`src/rtl/pwbus_pkg.sv`:
```
package pwbus_pkg;

  typedef enum logic [2:0] {
    S_IDLE,
    S_IRST,
    S_BRK,
    S_REC,
    S_TX,
    S_RXW,
    S_RXL,
    S_TURN
  } pw_state_e;

  // Microseconds to clock cycles for a given clock rate.
  function automatic int unsigned us_to_cyc(input int unsigned us, input int unsigned cpu);
    return us * cpu;
  endfunction

endpackage

```
`src/rtl/pwbus_lsync.sv`:
```
module pwbus_lsync #(
  parameter int unsigned STAGES = 2
) (
  input  logic clk,
  input  logic rst_n,
  input  logic line_in,
  output logic fall,
  output logic rise
);
  // STAGES synchroniser flops plus one history flop for edges; idle wire is high.
  logic [STAGES:0] sh_q;

  always_ff @(posedge clk or negedge rst_n) begin
    if (!rst_n) sh_q <= '1;
    else        sh_q <= {sh_q[STAGES-1:0], line_in};
  end

  assign fall = sh_q[STAGES] & ~sh_q[STAGES-1];
  assign rise = ~sh_q[STAGES] & sh_q[STAGES-1];
endmodule

```
`src/rtl/pwbus_pwclass.sv`:
```
module pwbus_pwclass import pwbus_pkg::*; #(
  parameter int unsigned CW         = 16,
  parameter int unsigned CYC_PER_US = 1
) (
  input  logic [CW-1:0] width,
  output logic          is_one,
  output logic          is_zero,
  output logic          too_long
);
  localparam int unsigned ONE_MIN  = us_to_cyc(20,  CYC_PER_US);
  localparam int unsigned ONE_MAX  = us_to_cyc(50,  CYC_PER_US);
  localparam int unsigned ZERO_MIN = us_to_cyc(80,  CYC_PER_US);
  localparam int unsigned ZERO_MAX = us_to_cyc(145, CYC_PER_US);

  assign is_one   = (width >= CW'(ONE_MIN))  && (width <= CW'(ONE_MAX));
  assign is_zero  = (width >= CW'(ZERO_MIN)) && (width <= CW'(ZERO_MAX));
  assign too_long = (width >  CW'(ZERO_MAX));
endmodule

```
`src/rtl/pwbus_host.sv`:
```
module pwbus_host import pwbus_pkg::*; #(
  parameter int unsigned CYC_PER_US = 250,
  parameter int unsigned RST_LOW_US = 2000000,
  parameter int unsigned ADDR_W     = 7,
  parameter int unsigned DATA_W     = 8
) (
  input  logic              clk,
  input  logic              rst_n,
  input  logic              req_valid,
  input  logic              req_write,
  input  logic [ADDR_W-1:0] req_addr,
  input  logic [DATA_W-1:0] req_wdata,
  input  logic              ifrst_req,
  output logic              busy,
  output logic              done,
  output logic              err_timeout,
  output logic              err_frame,
  output logic [DATA_W-1:0] rdata,
  output logic              line_pull,
  input  logic              line_in
);
  localparam int unsigned CMD_W  = ADDR_W + 1;
  localparam int unsigned TOT_W  = CMD_W + DATA_W;
  localparam int unsigned BW     = $clog2(TOT_W);
  localparam int unsigned N_BRK  = us_to_cyc(200, CYC_PER_US);
  localparam int unsigned N_REC  = us_to_cyc(50,  CYC_PER_US);
  localparam int unsigned N_ONE  = us_to_cyc(30,  CYC_PER_US);
  localparam int unsigned N_ZERO = us_to_cyc(115, CYC_PER_US);
  localparam int unsigned N_CYC  = us_to_cyc(200, CYC_PER_US);
  localparam int unsigned N_RSP  = us_to_cyc(190, CYC_PER_US);
  localparam int unsigned N_GAP  = us_to_cyc(250, CYC_PER_US);
  localparam int unsigned N_TRN  = us_to_cyc(210, CYC_PER_US);
  localparam int unsigned N_RST  = us_to_cyc(RST_LOW_US, CYC_PER_US);
  localparam int unsigned N_MAX  = (N_RST > N_GAP) ? N_RST : N_GAP;
  localparam int unsigned CW     = $clog2(N_MAX + 1);

  pw_state_e         state_q, state_d;
  logic [CW-1:0]     cnt_q;
  logic              cnt_clr, cnt_en;
  logic [BW-1:0]     idx_q, idx_d;
  logic              first_q, first_d;
  logic [TOT_W-1:0]  txw_q, txw_d;
  logic [DATA_W-1:0] rxs_q, rxs_d;
  logic [DATA_W-1:0] rdata_q, rdata_d;
  logic              etmo_q, etmo_d, efrm_q, efrm_d;
  logic              errt_q, errf_q;
  logic              done_q, done_d;
  logic              pull_c;
  logic              ln_fall, ln_rise;
  logic              is_one, is_zero, too_long;
  logic [CW-1:0]     width_w, low_len, wait_lim;

  pwbus_lsync #(.STAGES(2)) u_sync (
    .clk(clk), .rst_n(rst_n), .line_in(line_in), .fall(ln_fall), .rise(ln_rise)
  );

  // Pulse width: cycles spent in S_RXL plus the detect cycle.
  assign width_w = cnt_q + CW'(1);

  pwbus_pwclass #(.CW(CW), .CYC_PER_US(CYC_PER_US)) u_cls (
    .width(width_w), .is_one(is_one), .is_zero(is_zero), .too_long(too_long)
  );

  assign low_len  = txw_q[idx_q] ? CW'(N_ONE) : CW'(N_ZERO);
  assign wait_lim = first_q ? CW'(N_RSP - 1) : CW'(N_GAP - 1);
  assign cnt_en   = (state_q != S_IDLE);

  always_comb begin
    state_d = state_q;
    cnt_clr = 1'b0;
    idx_d   = idx_q;
    first_d = first_q;
    txw_d   = txw_q;
    rxs_d   = rxs_q;
    rdata_d = rdata_q;
    etmo_d  = etmo_q;
    efrm_d  = efrm_q;
    done_d  = 1'b0;
    pull_c  = 1'b0;
    unique case (state_q)
      S_IDLE: begin
        cnt_clr = 1'b1;
        if (ifrst_req) begin
          state_d = S_IRST;
          etmo_d  = 1'b0;
          efrm_d  = 1'b0;
        end else if (req_valid) begin
          state_d = S_BRK;
          txw_d   = {req_wdata, req_write, req_addr};
          etmo_d  = 1'b0;
          efrm_d  = 1'b0;
        end
      end
      S_IRST: begin
        pull_c = 1'b1;
        if (cnt_q == CW'(N_RST - 1)) begin
          state_d = S_IDLE;
          done_d  = 1'b1;
        end
      end
      S_BRK: begin
        pull_c = 1'b1;
        if (cnt_q == CW'(N_BRK - 1)) begin
          state_d = S_REC;
          cnt_clr = 1'b1;
        end
      end
      S_REC: begin
        if (cnt_q == CW'(N_REC - 1)) begin
          state_d = S_TX;
          cnt_clr = 1'b1;
          idx_d   = '0;
        end
      end
      S_TX: begin
        pull_c = (cnt_q < low_len);
        if (!txw_q[CMD_W-1] && idx_q == BW'(CMD_W - 1) && cnt_q == low_len - CW'(1)) begin
          state_d = S_RXW;
          cnt_clr = 1'b1;
          idx_d   = '0;
          first_d = 1'b1;
        end else if (cnt_q == CW'(N_CYC - 1)) begin
          cnt_clr = 1'b1;
          if (idx_q == BW'(TOT_W - 1)) begin
            state_d = S_IDLE;
            done_d  = 1'b1;
          end else begin
            idx_d = idx_q + BW'(1);
          end
        end
      end
      S_RXW: begin
        if (ln_fall) begin
          state_d = S_RXL;
          cnt_clr = 1'b1;
        end else if (cnt_q == wait_lim) begin
          state_d = S_TURN;
          cnt_clr = 1'b1;
          etmo_d  = 1'b1;
        end
      end
      S_RXL: begin
        if (ln_rise) begin
          cnt_clr = 1'b1;
          if (is_one || is_zero) begin
            rxs_d = {is_one, rxs_q[DATA_W-1:1]};
            if (idx_q == BW'(DATA_W - 1)) begin
              state_d = S_TURN;
            end else begin
              state_d = S_RXW;
              idx_d   = idx_q + BW'(1);
              first_d = 1'b0;
            end
          end else begin
            state_d = S_TURN;
            efrm_d  = 1'b1;
          end
        end else if (too_long) begin
          state_d = S_TURN;
          cnt_clr = 1'b1;
          efrm_d  = 1'b1;
        end
      end
      S_TURN: begin
        if (cnt_q == CW'(N_TRN - 1)) begin
          state_d = S_IDLE;
          done_d  = 1'b1;
          rdata_d = rxs_q;
        end
      end
      default: state_d = S_IDLE;
    endcase
  end

  always_ff @(posedge clk or negedge rst_n) begin
    if (!rst_n) begin
      state_q <= S_IDLE;
      cnt_q   <= '0;
      idx_q   <= '0;
      first_q <= 1'b0;
      txw_q   <= '0;
      rxs_q   <= '0;
      rdata_q <= '0;
      etmo_q  <= 1'b0;
      efrm_q  <= 1'b0;
      errt_q  <= 1'b0;
      errf_q  <= 1'b0;
      done_q  <= 1'b0;
    end else begin
      state_q <= state_d;
      if (cnt_clr)     cnt_q <= '0;
      else if (cnt_en) cnt_q <= cnt_q + CW'(1);
      idx_q   <= idx_d;
      first_q <= first_d;
      txw_q   <= txw_d;
      rxs_q   <= rxs_d;
      rdata_q <= rdata_d;
      etmo_q  <= etmo_d;
      efrm_q  <= efrm_d;
      done_q  <= done_d;
      if (done_d) begin
        errt_q <= etmo_d;
        errf_q <= efrm_d;
      end
    end
  end

  assign busy        = (state_q != S_IDLE);
  assign done        = done_q;
  assign err_timeout = errt_q;
  assign err_frame   = errf_q;
  assign rdata       = rdata_q;
  assign line_pull   = pull_c;
endmodule

```
`config.mk`:
```
export PLATFORM = sky130hd
export DESIGN_NAME = pwbus_host
export DESIGN_NICKNAME = d
export VERILOG_FILES = /design/src/rtl/pwbus_pkg.sv /design/src/rtl/pwbus_lsync.sv /design/src/rtl/pwbus_pwclass.sv /design/src/rtl/pwbus_host.sv
export SDC_FILE = /design/constraint.sdc
export NUM_CORES = 1
export LEC_CHECK = 0
export BUFFER_PORTS_ARGS = -buffer_cell sky130_fd_sc_hd__buf_2
export CAP_MARGIN = 15
export CELL_PAD_IN_SITES_DETAIL_PLACEMENT = 1
export CELL_PAD_IN_SITES_GLOBAL_PLACEMENT = 1
export CORE_MARGIN = 2
export CORE_UTILIZATION = 30
export CTS_BUF_LIST = sky130_fd_sc_hd__clkbuf_4 sky130_fd_sc_hd__clkbuf_8
export DETAILED_ROUTE_END_ITERATION = 8
export HOLD_SLACK_MARGIN = 0.05
export MAX_ROUTING_LAYER = met4
export PLACE_DENSITY_LB_ADDON = 0.1
export SLEW_MARGIN = 20
export SYNTH_ARGS = -nofsm -noshare
export SYNTH_HDL_FRONTEND = slang
export SYNTH_SLANG_ARGS = --single-unit
```
`constraint.sdc`:
```
create_clock -name clk -period 6.9 [get_ports clk]
set_clock_uncertainty 0.2 [all_clocks]
set_input_delay 0.69 -clock clk [delete_from_list [all_inputs] [get_ports clk]]
set_output_delay 0.69 -clock clk [all_outputs]
set_load 0.01 [all_outputs]
```
== Yosys cells after proc, flatten, opt, wreduce, memory -nomap -nowiden ==
Index checks and enable logic that the tools add are counted.

* $add $sub $neg: 3
* Magnitude comparators: 7
* Equal/unequal tests: 29
* Multiplexer cells: 61
* Bitwise logic cells: 5
* Reduce and logical (&&, ||, !) cells: 18

{| class="wikitable"
|+ Operator list
! operator !! number
|-
| $eq A29 B16 Y1 const B || 2
|-
| $mux W29 || 2
|-
| $mux W3 || 14
|-
| $mux W15 || 2
|-
| $add A29 B1 Y29 const B || 1
|-
| $eq A29 B14 Y1 const B || 1
|-
| $eq A29 B16 Y1 || 1
|-
| $eq A29 B29 Y1 || 1
|-
| $eq A29 B29 Y1 const B || 1
|-
| $ge A29 B13 Y1 const B || 1
|-
| $ge A29 B15 Y1 const B || 1
|-
| $gt A29 B16 Y1 const B || 1
|-
| $le A29 B14 Y1 const B || 1
|-
| $le A29 B16 Y1 const B || 1
|-
| $lt A29 B15 Y1 || 1
|-
| $mux W4 || 7
|-
| $mux W1 || 26
|-
| $pmux W3 S8 || 1
|-
| $ne A3 B3 Y1 const B || 6
|-
| $ne A2 B2 Y1 const B || 8
|-
| $sub A15 B1 Y16 const B || 1
|-
| $eq A3 B3 Y1 const B || 4
|-
| $pmux W4 S3 || 1
|-
| $reduce_and A9 Y1 || 1
|-
| 24 further kinds || 37
|}

* Register bits: 77
* Word-level logic and storage cells: 136

== Logic depth before layout (Yosys ltp) ==
* Word-level depth: 9
* Mapped depth: 15

== Modules after synthesis ==
From an unflattened synthesis, not the netlist that was laid out.

* Cell total of the unflattened synthesis: 469
* Area total of the unflattened synthesis: 4613.2 um^2

{| class="wikitable"
|+ Modules (own cells, without submodules)
! module !! times used !! cells an instance !! area an instance (um^2) !! seq. area each (um^2)
|-
| pwbus_host || 1 || 425 || 4274.1 || 1851.8
|-
| pwbus_pwclass || 1 || 39 || 245.2 || 0.0
|-
| pwbus_lsync || 1 || 5 || 93.8 || 78.8
|}

== Worst setup path after synthesis ==
OpenSTA, ideal clock, no wires.

* Kind: reg2reg
* Start point: reg idx_q[0]
* End point: reg state_q[1]
* Library setup time: 0.126 ns
* Arrival time: 3.588 ns
* Required time: 6.574 ns
* Setup slack: 2.986 ns
* Cell stages (with the launch flop): 14
* Buffers on the path: 1
* Clock period less this slack: 3.914 ns
* Cell sequence: dfrtp_1 > clkbuf_1 > mux4_2 > mux4_2 > inv_1 > ha_1 > nor4_1 > nand3_1 > nor3b_1 > nand2b_1 > nor2b_1 > nor3_1 > nand2_1 > a221o_1

* Cells in the longest elaborated chain, start to end: 8
* Elaborated cells on any way between the ends: 17
* Classes of those cells: add/sub: 1; eq/ne: 5; mux: 8; reduce/logical: 3

{| class="wikitable"
|+ Ends and longest elaborated chain
! what !! line !! source
|-
| start, declared || pwbus_host.sv:40 || <nowiki>logic [BW-1:0] idx_q, idx_d;</nowiki>
|-
| start signal, assigned || pwbus_host.sv:193 || <nowiki>idx_q <= idx_d;</nowiki>
|-
| $bmux W1 S4 || pwbus_host.sv:64 || <nowiki>assign low_len = txw_q[idx_q] ? CW'(N_ONE) : CW'(N_ZERO);</nowiki>
|-
| $mux W1 (implied by the code) || pwbus_host.sv:64 ||
|-
| $mux W15 || pwbus_host.sv:64 ||
|-
| $sub A15 B1 Y16 || pwbus_host.sv:117 || <nowiki>if (!txw_q[CMD_W-1] && idx_q == BW'(CMD_W - 1) && cnt_q == low_len - CW'(1)) begin</nowiki>
|-
| $eq A29 B29 Y1 || pwbus_host.sv:117 ||
|-
| $logic_and A1 B1 Y1 || pwbus_host.sv:117 ||
|-
| $ne A3 B3 Y1 (no line) or $mux W3 (tied branches) || -- ||
|-
| $reduce_and A9 Y1 (no line) or $pmux W3 S8 (tied branches) || -- ||
|-
| end signal, assigned || pwbus_host.sv:190 || <nowiki>state_q <= state_d;</nowiki>
|-
| end, declared || pwbus_host.sv:37 || <nowiki>pw_state_e state_q, state_d;</nowiki>
|}

Several ways; a longest one is shown, not always the timed one. The select of a mux whose other input is x is not followed.
A chain may end at the register's enable or synchronous reset.

== Worst setup path in the final report ==
* Start point: reg idx_q[0]
* End point: out line_pull

* Cells in the longest elaborated chain, start to end: 5

{| class="wikitable"
|+ Ends and longest elaborated chain
! what !! line !! source
|-
| $bmux W1 S4 || pwbus_host.sv:64 ||
|-
| $mux W1 (implied by the code) || pwbus_host.sv:64 ||
|-
| $mux W15 || pwbus_host.sv:64 ||
|-
| $lt A29 B15 Y1 || pwbus_host.sv:116 || <nowiki>pull_c = (cnt_q < low_len);</nowiki>
|-
| $pmux W1 S2 || pwbus_host.sv:80 || <nowiki>unique case (state_q)</nowiki>
|-
| end, declared || pwbus_host.sv:19 || <nowiki>output logic line_pull,</nowiki>
|}

Every way passes these cells. The select of a mux whose other input is x is not followed.

==> metrics <==
outcome=complete, no violations; post-synth top area cell=dfrtp_1; global-route wire length before repair=26,100 um; P&R area growth vs syn=9.08%; core area=17,100 um2; final antenna-violating net count=0; gp weighted congestion=0.815; # diodes=0; total number of vias=4,509; antenna violations before repair=0; Final Hold Fails=0; Post-Route Utilization=0.331; Yosys warnings=0; sw frac=0.397; setup TNS=0 ns; vias in the first global route=4,669; IO buf count=33; worst relative slew slack=0.434; TritonCTS clock tree=done; Post-DP Area=5480 um2; Clk network pwr share=0.235; Clock Sinks=77; Syn Inst Count=572; die height=136 um; worst vdd ir=0.120 mV; distinct cell type count after synthesis=76; hpwl dp=11,900 um; register area share after synthesis=0.372; Most used DFF post-synth=dfrtp_1; Die Width=136 um; ys async rst share=1.00; DRC viols=0; GRT Util Overall=0.188; Final setup viols=0; clock buffer depth=2; RSZ-0062 raised after global routing=no; Worst Setup Slack, final=2.12 ns; crit path DAT=3.89 ns; crit path capture type=output port; largest net degree at the start of global routing=78; hold buffer count at CTS=0; crit path max fanout=7; combinational share of power=0.322; vias per cell=5.60; fin crit share=0.693; nets@finish=605; Routed WL per cell=20.0 um; MaxCap Viol Count=0; Post-Syn Nets=602; busiest grt layer=met2; Setup CP Type=reg -> out; Total Die Area=18,400 um2; internal power=0.000855 W; crit path launch type=register; Starting Density=0.303; slew at the pin with the worst max-slew slack=0.841 ns; row cnt=48; clk_lat worst skew=0.37 ns; fraction of layout cells with a size suffix above 1=0.195; GRT Residual Overflow=0; routing usage on met3=0.0232; final instance area=5670 um2; Post-synth EDFFs=0; CTS clk-pin slew, worst paths=0.09 ns; R2R setup slack=2.25 ns; NetSw=0.000564 W; Tmin final=4.78 ns; Place WS=2.27 ns; Power Dens Cells=250 nW/um2; final slew viol count=0; Fmax=209 MHz; Syn Std Cell Area=5190 um2; share of the synthesized area in the top cell type=0.357; DR pass1 iterations=5; met2 Resource Use GR=0.297; post-CTS setup buffers=0; Clock H-tree levels=3; Seq pwr share=0.443; Avg Synthesized Cell Area=9.08 um2; Tot Pwr=0.00142 W; DR iter-0 viols=203; Synth area leaders=dfrtp_1 (36%), mux2_2 (7.2%), nor2_1 (3.9%); Yosys reg bits=77; post-CTS resize count=0; leak pwr=2.27 nW; I/O Pins=34; CTS Root Cell=clkbuf_8; Hold Crit Class=in -> async; WL final=16,100 um; CP required=6.01 ns; global routing met1 resource utilization=0.251; Num CTS Buffers=9
-- Yosys cell counts, drive strengths merged, types with 9 or more instances --
library cell and n:
xnor2 18, nand3 19, nor2b 9, or3 9, nand2b 9, nor4 17
and3 10, o21ai 21, nand2 38, a21oi 17, mux2 34, ha 9
nor2 54, clkbuf 30, nand4 27, dfrtp 74, inv 16, or4 10
o31ai 14, buf 13, nor3 20
-- flip-flops by register name, summed over array words and instances (netlist names) --
name         flops
cnt_q           29
done             1
efrm_q           1
err_frame        1
err_timeout      1
etmo_q           1
first_q          1
idx_q            4
rdata            8
rxs_q            8
state_q          3
txw_q           16
u_sync.sh_q      3
-- placed cells by master, fill, tap and decap left out, types with 17 or more instances in the layout --
cell type / count
dfrtp_1: 74
nor2_1: 54
nand2_1: 38
mux2_2: 33
buf_2: 32
nand4_1: 26
o21ai_0: 20
nor3_1: 19
nand3_1: 19
xnor2_1: 18
a21oi_1: 17
-- worst max-delay path, cell delays in order, from the launching register on --
cell       delay [ns]
dfrtp_1          0.56
mux4_2           0.57
mux4_2           0.55
inv_1            0.16
ha_1             0.16
o21ai_0          0.10
nand3b_1         0.12
nand2_1          0.05
a21o_1           0.17
a21oi_1          0.16
nor3_1           0.07
a2111oi_0        0.51
o31a_1           0.21
buf_2            0.12
-- final timing paths --
check / start / to / cells past startpoint
worst max-delay path: idx_q[0]$_DFFE_PN0P_ / line_pull / 13
worst min-delay path: rst_n / cnt_q[20]$_DFFE_PN0P_ / 1
worst max register to register: cnt_q[0]$_DFFE_PN0P_ / state_q[1]$_DFFE_PN0P_ / 10
worst min register to register: u_sync.sh_q[0]$_DFF_PN1_ / u_sync.sh_q[1]$_DFF_PN1_ / 0
max in group asynchronous: rst_n / txw_q[6]$_DFFE_PN0P_ / 1
min in group clk: u_sync.sh_q[0]$_DFF_PN1_ / u_sync.sh_q[1]$_DFF_PN1_ / 0
-- cells by family (layout without fill, tap and decap cells) --
group / after synthesis / in the layout / synth area share
AND/OR/NAND/NOR: 251 / 251 / 0.266
AO/OA/AOI/OAI: 109 / 109 / 0.152
flip-flops: 77 / 77 / 0.372
buffers and inverters: 59 / 67 / 0.0460
multiplexers: 42 / 42 / 0.101
XOR/XNOR: 25 / 25 / 0.0422
adder cells (fa/ha/maj): 9 / 9 / 0.0217
-- cell type report --
cell class                      count  area, um2
Timing Repair Buffer               35        186
Inverter                           16       60.1
Clock buffer                        9        124
Multi-Input combinational cell    436       3020
Fill cell                        2028      11500
Clock inverter                      7       58.8
Sequential cell                    77       1930
Tap cell                          225        282
-- stage by stage --
stage	hold WS (ns)	cells
CTS	0.164	805
global route	0.170	805
global placement	0.147	789
finish	0.138	805
floorplan	0.145	572
detailed placement	0.150	789
-- routing by layer --
| metal | wire, um | vias up | share of wire |
|---|---|---|---|
| li1 | - | 2138 | - |
| met1 | 7700 | 2289 | 0.48 |
| met2 | 7710 | 63 | 0.48 |
| met3 | 442 | 19 | 0.027 |
| met4 | 275 | 0 | 0.017 |
| met5 | 0 | - | 0 |
-- power groups by stage --
stage          sequential [W]  clock, W  combinational, W
6_report             0.000629  0.000334          0.000456
5_1_grt              0.000645  0.000367          0.000514
4_1_cts              0.000629  0.000351          0.000465
3_5_place_dp         0.000639         0          0.000465
3_3_place_gp         0.000633         0          0.000450
2_1_floorplan        0.000557         0          0.000400
Note: power is estimated with default switching activity, not from simulation.
